==> config.mk <==
export PLATFORM = sky130hd
export DESIGN_NAME = tws_mem_slave
export DESIGN_NICKNAME = d
export VERILOG_FILES = /design/src/rtl/tws_pkg.sv /design/src/rtl/tws_bus_events.sv /design/src/rtl/tws_addr_ctr.sv /design/src/rtl/tws_mem.sv /design/src/rtl/tws_mem_slave.sv
export SDC_FILE = /design/constraint.sdc
export NUM_CORES = 2
export LEC_CHECK = 0
export ABC_AREA = 1
export BUFFER_PORTS_ARGS = -buffer_cell sky130_fd_sc_hd__buf_2
export CAP_MARGIN = 15
export CELL_PAD_IN_SITES_DETAIL_PLACEMENT = 1
export CELL_PAD_IN_SITES_GLOBAL_PLACEMENT = 2
export CORE_ASPECT_RATIO = 2
export CORE_MARGIN = 3
export CORE_UTILIZATION = 44
export CTS_CLUSTER_DIAMETER = 60
export DETAILED_ROUTE_END_ITERATION = 7
export PLACE_DENSITY = 0.9
export SLEW_MARGIN = 20
export SYNTH_ARGS = -nofsm -noshare
export SYNTH_HDL_FRONTEND = slang
export SYNTH_SLANG_ARGS = --single-unit
==> constraint.sdc <==
create_clock -name clk -period 5.9 [get_ports clk]
set_input_delay 1.18 -clock clk [delete_from_list [all_inputs] [get_ports clk]]
set_output_delay 1.18 -clock clk [all_outputs]
set_load 0.02 [all_outputs]
==> src/rtl/tws_pkg.sv <==
package tws_pkg;
  typedef enum logic [2:0] {
    ST_IDLE,
    ST_DEV,
    ST_AHI,
    ST_ALO,
    ST_WDAT,
    ST_RDAT
  } tws_state_e;

  localparam logic [3:0] DEV_TYPE = 4'b1010;
  localparam int         BYTE_W   = 8;
  localparam int         ACK_SLOT = BYTE_W;
  localparam int         END_SLOT = BYTE_W + 1;
endpackage

==> src/rtl/tws_bus_events.sv <==
module tws_bus_events (
  input  logic clk,
  input  logic rst_n,
  input  logic scl_i,
  input  logic sda_i,
  output logic scl_rise,
  output logic scl_fall,
  output logic start_det,
  output logic stop_det
);
  logic scl_q, sda_q;

  always_ff @(posedge clk or negedge rst_n) begin
    if (!rst_n) begin
      scl_q <= 1'b1;
      sda_q <= 1'b1;
    end else begin
      scl_q <= scl_i;
      sda_q <= sda_i;
    end
  end

  assign scl_rise  = !scl_q && scl_i;
  assign scl_fall  = scl_q && !scl_i;
  assign start_det = scl_q && scl_i && sda_q && !sda_i;
  assign stop_det  = scl_q && scl_i && !sda_q && sda_i;
endmodule

==> src/rtl/tws_addr_ctr.sv <==
module tws_addr_ctr #(
  parameter int ADDR_W = 13
) (
  input  logic              clk,
  input  logic              rst_n,
  input  logic              ld_hi,
  input  logic              ld_lo,
  input  logic              inc,
  input  logic [7:0]        byte_i,
  output logic [ADDR_W-1:0] addr_o
);
  localparam int HI_W = ADDR_W - 8;

  logic [HI_W-1:0]   hi_q;
  logic [ADDR_W-1:0] addr_q;

  always_ff @(posedge clk or negedge rst_n) begin
    if (!rst_n) begin
      hi_q   <= '0;
      addr_q <= '0;
    end else begin
      if (ld_hi) hi_q <= byte_i[HI_W-1:0];
      if (ld_lo) addr_q <= {hi_q, byte_i};
      else if (inc) addr_q <= addr_q + 1'b1;
    end
  end

  assign addr_o = addr_q;

  a_r4_counter_step: assert property (@(posedge clk) disable iff (!rst_n)
    (inc && !ld_lo) |=> (addr_o == $past(addr_o) + 1'b1));

  a_r7_counter_hold: assert property (@(posedge clk) disable iff (!rst_n)
    (!inc && !ld_lo) |=> $stable(addr_o));
endmodule

==> src/rtl/tws_mem.sv <==
module tws_mem #(
  parameter int MEM_AW = 8
) (
  input  logic              clk,
  input  logic              rst_n,
  input  logic              we,
  input  logic [MEM_AW-1:0] waddr,
  input  logic [7:0]        wdata,
  input  logic [MEM_AW-1:0] raddr,
  output logic [7:0]        rdata
);
  localparam int DEPTH = 1 << MEM_AW;

  logic [7:0] mem_q [DEPTH];

  always_ff @(posedge clk) begin
    if (we) mem_q[waddr] <= wdata;
  end

  assign rdata = mem_q[raddr];

  a_r4_write_lands: assert property (@(posedge clk) disable iff (!rst_n)
    we |=> (mem_q[$past(waddr)] == $past(wdata)));
endmodule

==> src/rtl/tws_mem_slave.sv <==
module tws_mem_slave
  import tws_pkg::*;
#(
  parameter int ADDR_W = 13,
  parameter int MEM_AW = 8
) (
  input  logic       clk,
  input  logic       rst_n,
  input  logic       scl_i,
  input  logic       sda_i,
  input  logic [2:0] sel_i,
  output logic       sda_oe_o
);
  localparam int CNT_W = $clog2(END_SLOT + 1);

  logic scl_rise, scl_fall, start_det, stop_det;
  tws_state_e st_q;
  logic [CNT_W-1:0] cnt_q;
  logic [7:0] sr_q, rd_sr_q, rdata;
  logic drv_q, mack_q;
  logic [ADDR_W-1:0] addr;
  logic byte_done, slot_end, dev_match, ld_hi, ld_lo, inc, we;

  tws_bus_events u_ev (
    .clk(clk), .rst_n(rst_n), .scl_i(scl_i), .sda_i(sda_i),
    .scl_rise(scl_rise), .scl_fall(scl_fall),
    .start_det(start_det), .stop_det(stop_det)
  );

  assign byte_done = scl_fall && !start_det && !stop_det && (st_q != ST_IDLE)
                     && (cnt_q == CNT_W'(ACK_SLOT));
  assign slot_end  = scl_fall && !start_det && !stop_det && (st_q != ST_IDLE)
                     && (cnt_q == CNT_W'(END_SLOT));
  assign dev_match = (sr_q[7:4] == DEV_TYPE) && (sr_q[3:1] == sel_i);
  assign ld_hi     = byte_done && (st_q == ST_AHI);
  assign ld_lo     = byte_done && (st_q == ST_ALO);
  assign we        = byte_done && (st_q == ST_WDAT);
  assign inc       = byte_done && ((st_q == ST_WDAT) || (st_q == ST_RDAT));

  tws_addr_ctr #(.ADDR_W(ADDR_W)) u_ctr (
    .clk(clk), .rst_n(rst_n), .ld_hi(ld_hi), .ld_lo(ld_lo), .inc(inc),
    .byte_i(sr_q), .addr_o(addr)
  );

  tws_mem #(.MEM_AW(MEM_AW)) u_mem (
    .clk(clk), .rst_n(rst_n), .we(we), .waddr(addr[MEM_AW-1:0]),
    .wdata(sr_q), .raddr(addr[MEM_AW-1:0]), .rdata(rdata)
  );

  always_ff @(posedge clk or negedge rst_n) begin
    if (!rst_n) begin
      st_q    <= ST_IDLE;
      cnt_q   <= '0;
      sr_q    <= '0;
      rd_sr_q <= '0;
      drv_q   <= 1'b0;
      mack_q  <= 1'b0;
    end else if (start_det) begin
      st_q  <= ST_DEV;
      cnt_q <= '0;
      drv_q <= 1'b0;
    end else if (stop_det) begin
      st_q  <= ST_IDLE;
      cnt_q <= '0;
      drv_q <= 1'b0;
    end else if (st_q != ST_IDLE) begin
      if (scl_rise) begin
        if (cnt_q < CNT_W'(ACK_SLOT)) sr_q <= {sr_q[6:0], sda_i};
        if (cnt_q == CNT_W'(ACK_SLOT)) mack_q <= !sda_i;
        if (cnt_q < CNT_W'(END_SLOT)) cnt_q <= cnt_q + 1'b1;
      end
      if (byte_done) begin
        unique case (st_q)
          ST_DEV: begin
            if (dev_match) drv_q <= 1'b1;
            else begin
              st_q  <= ST_IDLE;
              cnt_q <= '0;
              drv_q <= 1'b0;
            end
          end
          ST_RDAT: drv_q <= 1'b0;
          default: drv_q <= 1'b1;
        endcase
      end else if (slot_end) begin
        cnt_q <= '0;
        unique case (st_q)
          ST_DEV: begin
            if (sr_q[0]) begin
              st_q    <= ST_RDAT;
              rd_sr_q <= rdata;
              drv_q   <= !rdata[7];
            end else begin
              st_q  <= ST_AHI;
              drv_q <= 1'b0;
            end
          end
          ST_AHI: begin
            st_q  <= ST_ALO;
            drv_q <= 1'b0;
          end
          ST_ALO: begin
            st_q  <= ST_WDAT;
            drv_q <= 1'b0;
          end
          ST_RDAT: begin
            if (mack_q) begin
              rd_sr_q <= rdata;
              drv_q   <= !rdata[7];
            end else begin
              st_q  <= ST_IDLE;
              drv_q <= 1'b0;
            end
          end
          default: drv_q <= 1'b0;
        endcase
      end else if (scl_fall && (st_q == ST_RDAT) && (cnt_q != '0)
                   && (cnt_q < CNT_W'(ACK_SLOT))) begin
        rd_sr_q <= {rd_sr_q[6:0], 1'b0};
        drv_q   <= !rd_sr_q[6];
      end
    end
  end

  assign sda_oe_o = drv_q;

  a_r2_quiet_when_idle: assert property (@(posedge clk) disable iff (!rst_n)
    (st_q == ST_IDLE) |-> !sda_oe_o);

  a_r1_ack_needs_match: assert property (@(posedge clk) disable iff (!rst_n)
    (st_q == ST_DEV && drv_q) |-> ((sr_q[7:4] == DEV_TYPE) && (sr_q[3:1] == sel_i)));

  a_r7_stop_releases: assert property (@(posedge clk) disable iff (!rst_n)
    stop_det |=> (!sda_oe_o && st_q == ST_IDLE));

  a_r8_steady_in_scl_high: assert property (@(posedge clk) disable iff (!rst_n)
    (!scl_rise && !scl_fall && !start_det && !stop_det) |=> $stable(sda_oe_o));
endmodule

; After elaboration in Yosys (flattened, before gate mapping)
; Memory sizes are Yosys's and may differ from the RTL's.
; Cells that the tools add are included.
[totals]
in_bits = 7
register_bits = 44
output_inout_bits = 1
elab_cells = 114
ram_bits = 2048
memories = 1
[memory_table]
columns = memory, depth, word_bits, rd, rd_ports_with_merged_regs, write_ports, line_no
row1 = u_mem.mem_q, 256, 8, 1, 0, 1, tws_mem.sv:14  ; logic [7:0] mem_q [DEPTH];
[op_classes]
mux = 39
n_lt_le_gt_ge = 2
add_sub_neg = 2
bitwise_logic = 3
reduce_logical = 42
eq_ne = 15
[op_table]
columns = op, n
row1 = 2-to-1 mux 4 bit, 9
row2 = 2-to-1 mux 7 bit, 4
row3 = 2-to-1 mux 3 bit, 9
row4 = 2-to-1 mux 13 bit, 2
row5 = logical AND 1 bit, 20
row6 = one-hot mux 7 bit (2 select lines), 1
row7 = adder 13 x 1 -> 13 bit (second input constant), 1
row8 = equality test 4 bit (second input constant), 3
row9 = one-hot mux 3 bit (4 select lines), 1
row10 = 2-to-1 mux 1 bit, 11
row11 = AND reduction 5 bit, 2
row12 = logical NOT 1 bit, 8
row13 = < comparator 4 bit (second input constant), 2
row14 = AND reduction 8 bit, 1
row15 = nonzero test 4 bit, 2
row16 = equality test 3 x 2 -> 1 bit (second input constant), 2
row17 = equality test 3 bit (second input constant), 2
row18 = != test 3 bit (second input constant), 2
row19 = AND reduction 6 bit, 1
row20 = nonzero test 3 bit, 2
row21 = nonzero test 6 bit, 1
row22 = != test 5 bit (second input constant), 1
row23 = nonzero test 5 bit, 1
row24 = adder 4 x 1 -> 4 bit (second input constant), 1
row25 = other kinds (10), 14

; Depth between registers and ports, before layout
[depth]
word_depth = 13
depth_mapped = 19
mapped_depth_nobuf = 16

; Cells and area by module
; From an unflattened synthesis, not the netlist that was laid out.
[unflattened]
cells_unflattened = 7338
hier_area_um2 = 85993.7
[modules_own_cells]
columns = module, area_per_inst_um2, cells_each, n_inst, seq_area_each_um2
row1 = tws_mem, 83236.1, 6995, 1, 61499.0
row2 = tws_mem_slave, 1644.1, 208, 1, 600.6
row3 = tws_addr_ctr, 1019.7, 122, 1, 450.4
row4 = tws_bus_events, 93.8, 13, 1, 52.6

; Worst setup path before layout
; OpenSTA, ideal clock, no wires.
[synth_timing]
kind = flip-flop to flip-flop
start = register sr_q[6]
end = register st_q[0]
setup_ns = 0.137
period_less_slack_ns = 4.640
stages_incl_launch_ff = 8
path_slack_ns = 1.260
arrival_time_ns = 4.503
t_required_ns = 5.763
path_buffers = 0
path_cell_list = dfrtp_1 inv_1 nand4_1 nor3_1 o21ai_0 a31oi_1 nor3_1 a21oi_1
[synth_between]
elab_chain_cells = 4
[synth_lines]
columns = item, line_no
row1 = from (decl), tws_mem_slave.sv:19  ; logic [7:0] sr_q, rd_sr_q, rdata;
row2 = from (signal assigned), tws_mem_slave.sv:68  ; if (cnt_q < CNT_W'(ACK_SLOT)) sr_q <= {sr_q[6:0], sda_i};
row3 = equality test 4 bit, tws_mem_slave.sv:34  ; assign dev_match = (sr_q[7:4] == DEV_TYPE) && (sr_q[3:1] == sel_i);
row4 = logical AND 1 bit, tws_mem_slave.sv:34
row5 = != test 4 bit (no line), n/a
row6 = AND reduction 6 bit (no line), n/a
row7 = to (signal assigned), tws_mem_slave.sv:52  ; st_q <= ST_IDLE;
row8 = to (signal assigned), tws_mem_slave.sv:59  ; st_q <= ST_DEV;
row9 = to (signal assigned), tws_mem_slave.sv:63  ; st_q <= ST_IDLE;
row10 = to (decl), tws_mem_slave.sv:17  ; tws_state_e st_q;
; Every way passes these cells.
; A chain may end at the register's enable or synchronous reset.

; Worst setup path after layout
[layout_timing]
start = register cnt_q[1]
end = memory u_mem.mem_q[231][1] (enable)
[layout_between]
elab_chain_cells = 5
[layout_lines]
columns = item, line_no
row1 = from (decl), tws_mem_slave.sv:18  ; logic [CNT_W-1:0] cnt_q;
row2 = from (signal assigned), tws_mem_slave.sv:70  ; if (cnt_q < CNT_W'(END_SLOT)) cnt_q <= cnt_q + 1'b1;
row3 = equality test 4 bit, tws_mem_slave.sv:31  ; && (cnt_q == CNT_W'(ACK_SLOT));
row4 = logical AND 1 bit, tws_mem_slave.sv:31
row5 = logical AND 1 bit, tws_mem_slave.sv:37  ; assign we = byte_done && (st_q == ST_WDAT);
row6 = 2-to-1 mux 1 bit, tws_mem.sv:17  ; if (we) mem_q[waddr] <= wdata;
row7 = 2-to-1 mux 1 bit (not written as such), tws_mem.sv:17
row8 = to (decl), tws_mem.sv:14
; Every way passes these cells.

==> out/qor.yml <==
p_sw_share_pct: 33.89
avgSynthCellArea_sq_um: 11.56
nets: 7212
synth-edff-count: 2048
syn2layout_area_growth_pct: 10.03
power_density_nw_per_um2: 439.1
grt_pass1_vias: 61171
hold_viol: 0
first_pass_iters: 5
maxSlewViolCount: 0
fillCellCount: 19940
grt_max_degree: 179
via_count: 57146
route.detailed.drc: 0
crit_arrival_ns: 4.73
path_class: "flop to flop"
drt_iter0_markers: 5586
coreArea_sq_um: 191400
synth_top_area_cell: "edfxtp_1"
root_buffer: "clkbuf_16"
ir_drop_mv: 0.5261
clock_latency_ns: 0.83
cp-end-kind: "flop"
finalCritPeriodShare_pct: 72.49
synth_top_area_share_pct: 72.44
fin_setup_tns_ns: 0
grt_pass1_wl_microns: 402900
max_freq_mhz: 233.8
ys_seq_elements: 2082
slew_headroom_pct: 17.14
synthCells: 7341
synth_area_leaders: "edfxtp_1 (72%), nor2_1 (7.9%), o21ai_0 (6.3%), nand2_1 (5.7%), o22ai_1 (1.3%)"
layout-drive-gt1-share_pct: 6.094
clkTransAtPathRegs_ns: 0.07
required_ns: 6.35
yosysSeqAreaShare_pct: 73.45
htreeDepth: 4
p_int_uw: 27110
synthFlopType: "edfxtp_1"
power.switching_uw: 13900
dpl.hpwl_microns: 171100
async_flop_share_pct: 1.633
cp_max_fo: 9
rsz0062_at_grt: "no"
p_comb_share_pct: 24.2
clk_path_buf_depth: 4
setup_violations: 0
utilization_pct: 48.79
clkSinkCount: 2082
fp.dieW_microns: 316.6
die_area_sq_um: 198600
ys_types: 41
syn_nets: 7355
skew_ns: 0.04407
gp_congestion: 0.9070
rows: 227
drt-total-wl_microns: 281000
setup.worst_path.start_class: "flop"
overflow: 0
min_path_type: "flop to flop"
yosys_warnings: 0
total_leakage_power_uw: 0.03242
post_cts_buffers: 0
initial_core_util_pct: 44.35
holdBufCountCts: 0
finalWorstPathRequiredPeriod_ns: 4.277
seqPwrFrac_pct: 45.7
cap_violations: 0
tightest_slew_ns: 1.238
grt_usage_pct: 28.00
ios: 8
cts_tree: "yes"
postCtsResizedCells: 0
outcome: "complete, no violations"
finalHoldWorstSlack_ns: 0.4872
synth.cell_area_sq_um: 84890
vias_per_cell: 5.795
antenna_found_initial: 9
antenna_left: 0
clkPwrFrac_pct: 30.1
cts-buffers-inserted: 179
wl_per_cell_microns: 28.49
portBuffers: 7
chipHeight_microns: 627.2
## placed cells by master (no fill, tap or decap), drive strengths merged
cell type	synthesis	layout
a211oi	2	2
a21boi	1	1
a21o	1	1
a21oi	15	15
a221o	1	1
a31oi	1	1
a32o	1	1
and2	1	1
buf	208	117
bufinv	0	27
clkbuf	233	204
clkinv	14	80
clkinvlp	0	11
dfrtp	32	32
dfstp	2	2
diode	0	8
edfxtp	2048	2048
ha	7	7
inv	191	201
nand2	1297	1297
nand3	81	81
nand4	37	37
nor2	1811	1811
nor3	8	8
nor4	1	1
o211ai	4	4
o21ai	1156	1156
o21bai	1	1
o221ai	3	3
o22ai	179	179
o31ai	1	1
xor2	4	4
## cell usage after synthesis (4+ instances only)
master / n
a21oi_1: 15
buf_1: 31
buf_2: 154
buf_4: 9
buf_6: 14
clkbuf_1: 233
clkinv_1: 14
dfrtp_1: 32
edfxtp_1: 2048
ha_1: 7
inv_1: 187
inv_2: 4
nand2_1: 1283
nand2_4: 12
nand3_1: 81
nand4_1: 37
nor2_1: 1795
nor2_2: 12
nor3_1: 6
o211ai_1: 4
o21ai_0: 1077
o21ai_1: 79
o22ai_1: 179
xor2_1: 4
## routing by layer
metal / up-vias / share of wire (%) / track usage, %
li1: 25133 / - / -
met1: 29031 / 34 / 28.68
met2: 2096 / 52 / 50.73
met3: 882 / 4.8 / 3.554
met4: 4 / 9.3 / 22.53
met5: - / 0.0093 / 0
## per-stage QoR
| step | setup slack (ns) | instance area, sq um | power (uW) | std cells |
|---|---|---|---|---|
| CTS | 1.701 | 93390 | 41030 | 9854 |
| floorplan | 1.260 | 84890 | 24200 | 7341 |
| global placement | 1.225 | 87390 | 28700 | 9535 |
| finish | 1.623 | 93410 | 41010 | 9862 |
| global route | 1.426 | 93400 | 42250 | 9858 |
| detailed placement | 1.113 | 87400 | 28830 | 9536 |
## logic make-up after synthesis
kind of cell	share of synthesized area [%]
AND/OR/NAND/NOR	14.79
flip-flops	73.45
AO/OA/AOI/OAI	8.373
buffers and inverters	3.247
adder cells (fa/ha/maj)	0.1032
XOR/XNOR	0.04126
## critical path, stage by stage, from the launching register on
cell	delay (ns)
dfrtp_1	0.39
inv_1	0.15
ha_1	0.20
inv_1	0.05
nor2_1	0.17
nand2_1	0.13
nor2_4	0.18
inv_2	0.09
nor3_4	0.23
inv_2	0.14
nor3_1	0.53
nand2_2	0.59
buf_4	0.45
nor2_1	0.59
## state kept, by name (all words and copies together) (netlist names)
signal        cells
cnt_q             4
mack_q            1
rd_sr_q           7
sda_oe_o          1
sr_q              8
st_q              3
u_ctr.addr_o      8
u_ev.scl_q        1
u_ev.sda_q        1
u_mem.mem_q    2048
## layout make-up
cell class	count	area, sq um	area share (%)
clock inverter	114	1331	1.425
multi-input combinational	4613	19820	21.22
inverter	205	789.5	0.8452
tap	2519	3152	3.374
antenna	8	20.02	0.02143
sequential	2082	62390	66.79
timing repair buffer	117	1249	1.337
clock buffer	204	4658	4.987
## path summary, 6_finish.rpt
kind                                              from                       endpoint  slack, ns  depth (start not counted)
worst max-delay path              cnt_q[1]$_DFFE_PN0P_  u_mem.mem_q[231][1]$_DFFE_PP_       1.62                         13
worst min-delay path            rd_sr_q[1]$_DFFE_PN0P_         rd_sr_q[1]$_DFFE_PN0P_       0.49                          2
worst max register to register    cnt_q[1]$_DFFE_PN0P_  u_mem.mem_q[231][1]$_DFFE_PP_       1.62                         13
worst min register to register  rd_sr_q[1]$_DFFE_PN0P_         rd_sr_q[1]$_DFFE_PN0P_       0.49                          2
max in group asynchronous                        rst_n    u_ctr.addr_o[0]$_DFFE_PN0P_       4.69                          1
min in group asynchronous                        rst_n            sr_q[0]$_DFFE_PN0P_       0.50                          1
## power by group through the flow
stage	clock, uW	sequential [uW]	combinational (uW)
floorplan	0	20000	4240
global placement	0	19000	9680
CTS	12500	18700	9870
finish	12400	18700	9940
global route	13000	18700	10500
detailed placement	0	19000	9790
Power figures use the tool's default switching activity.
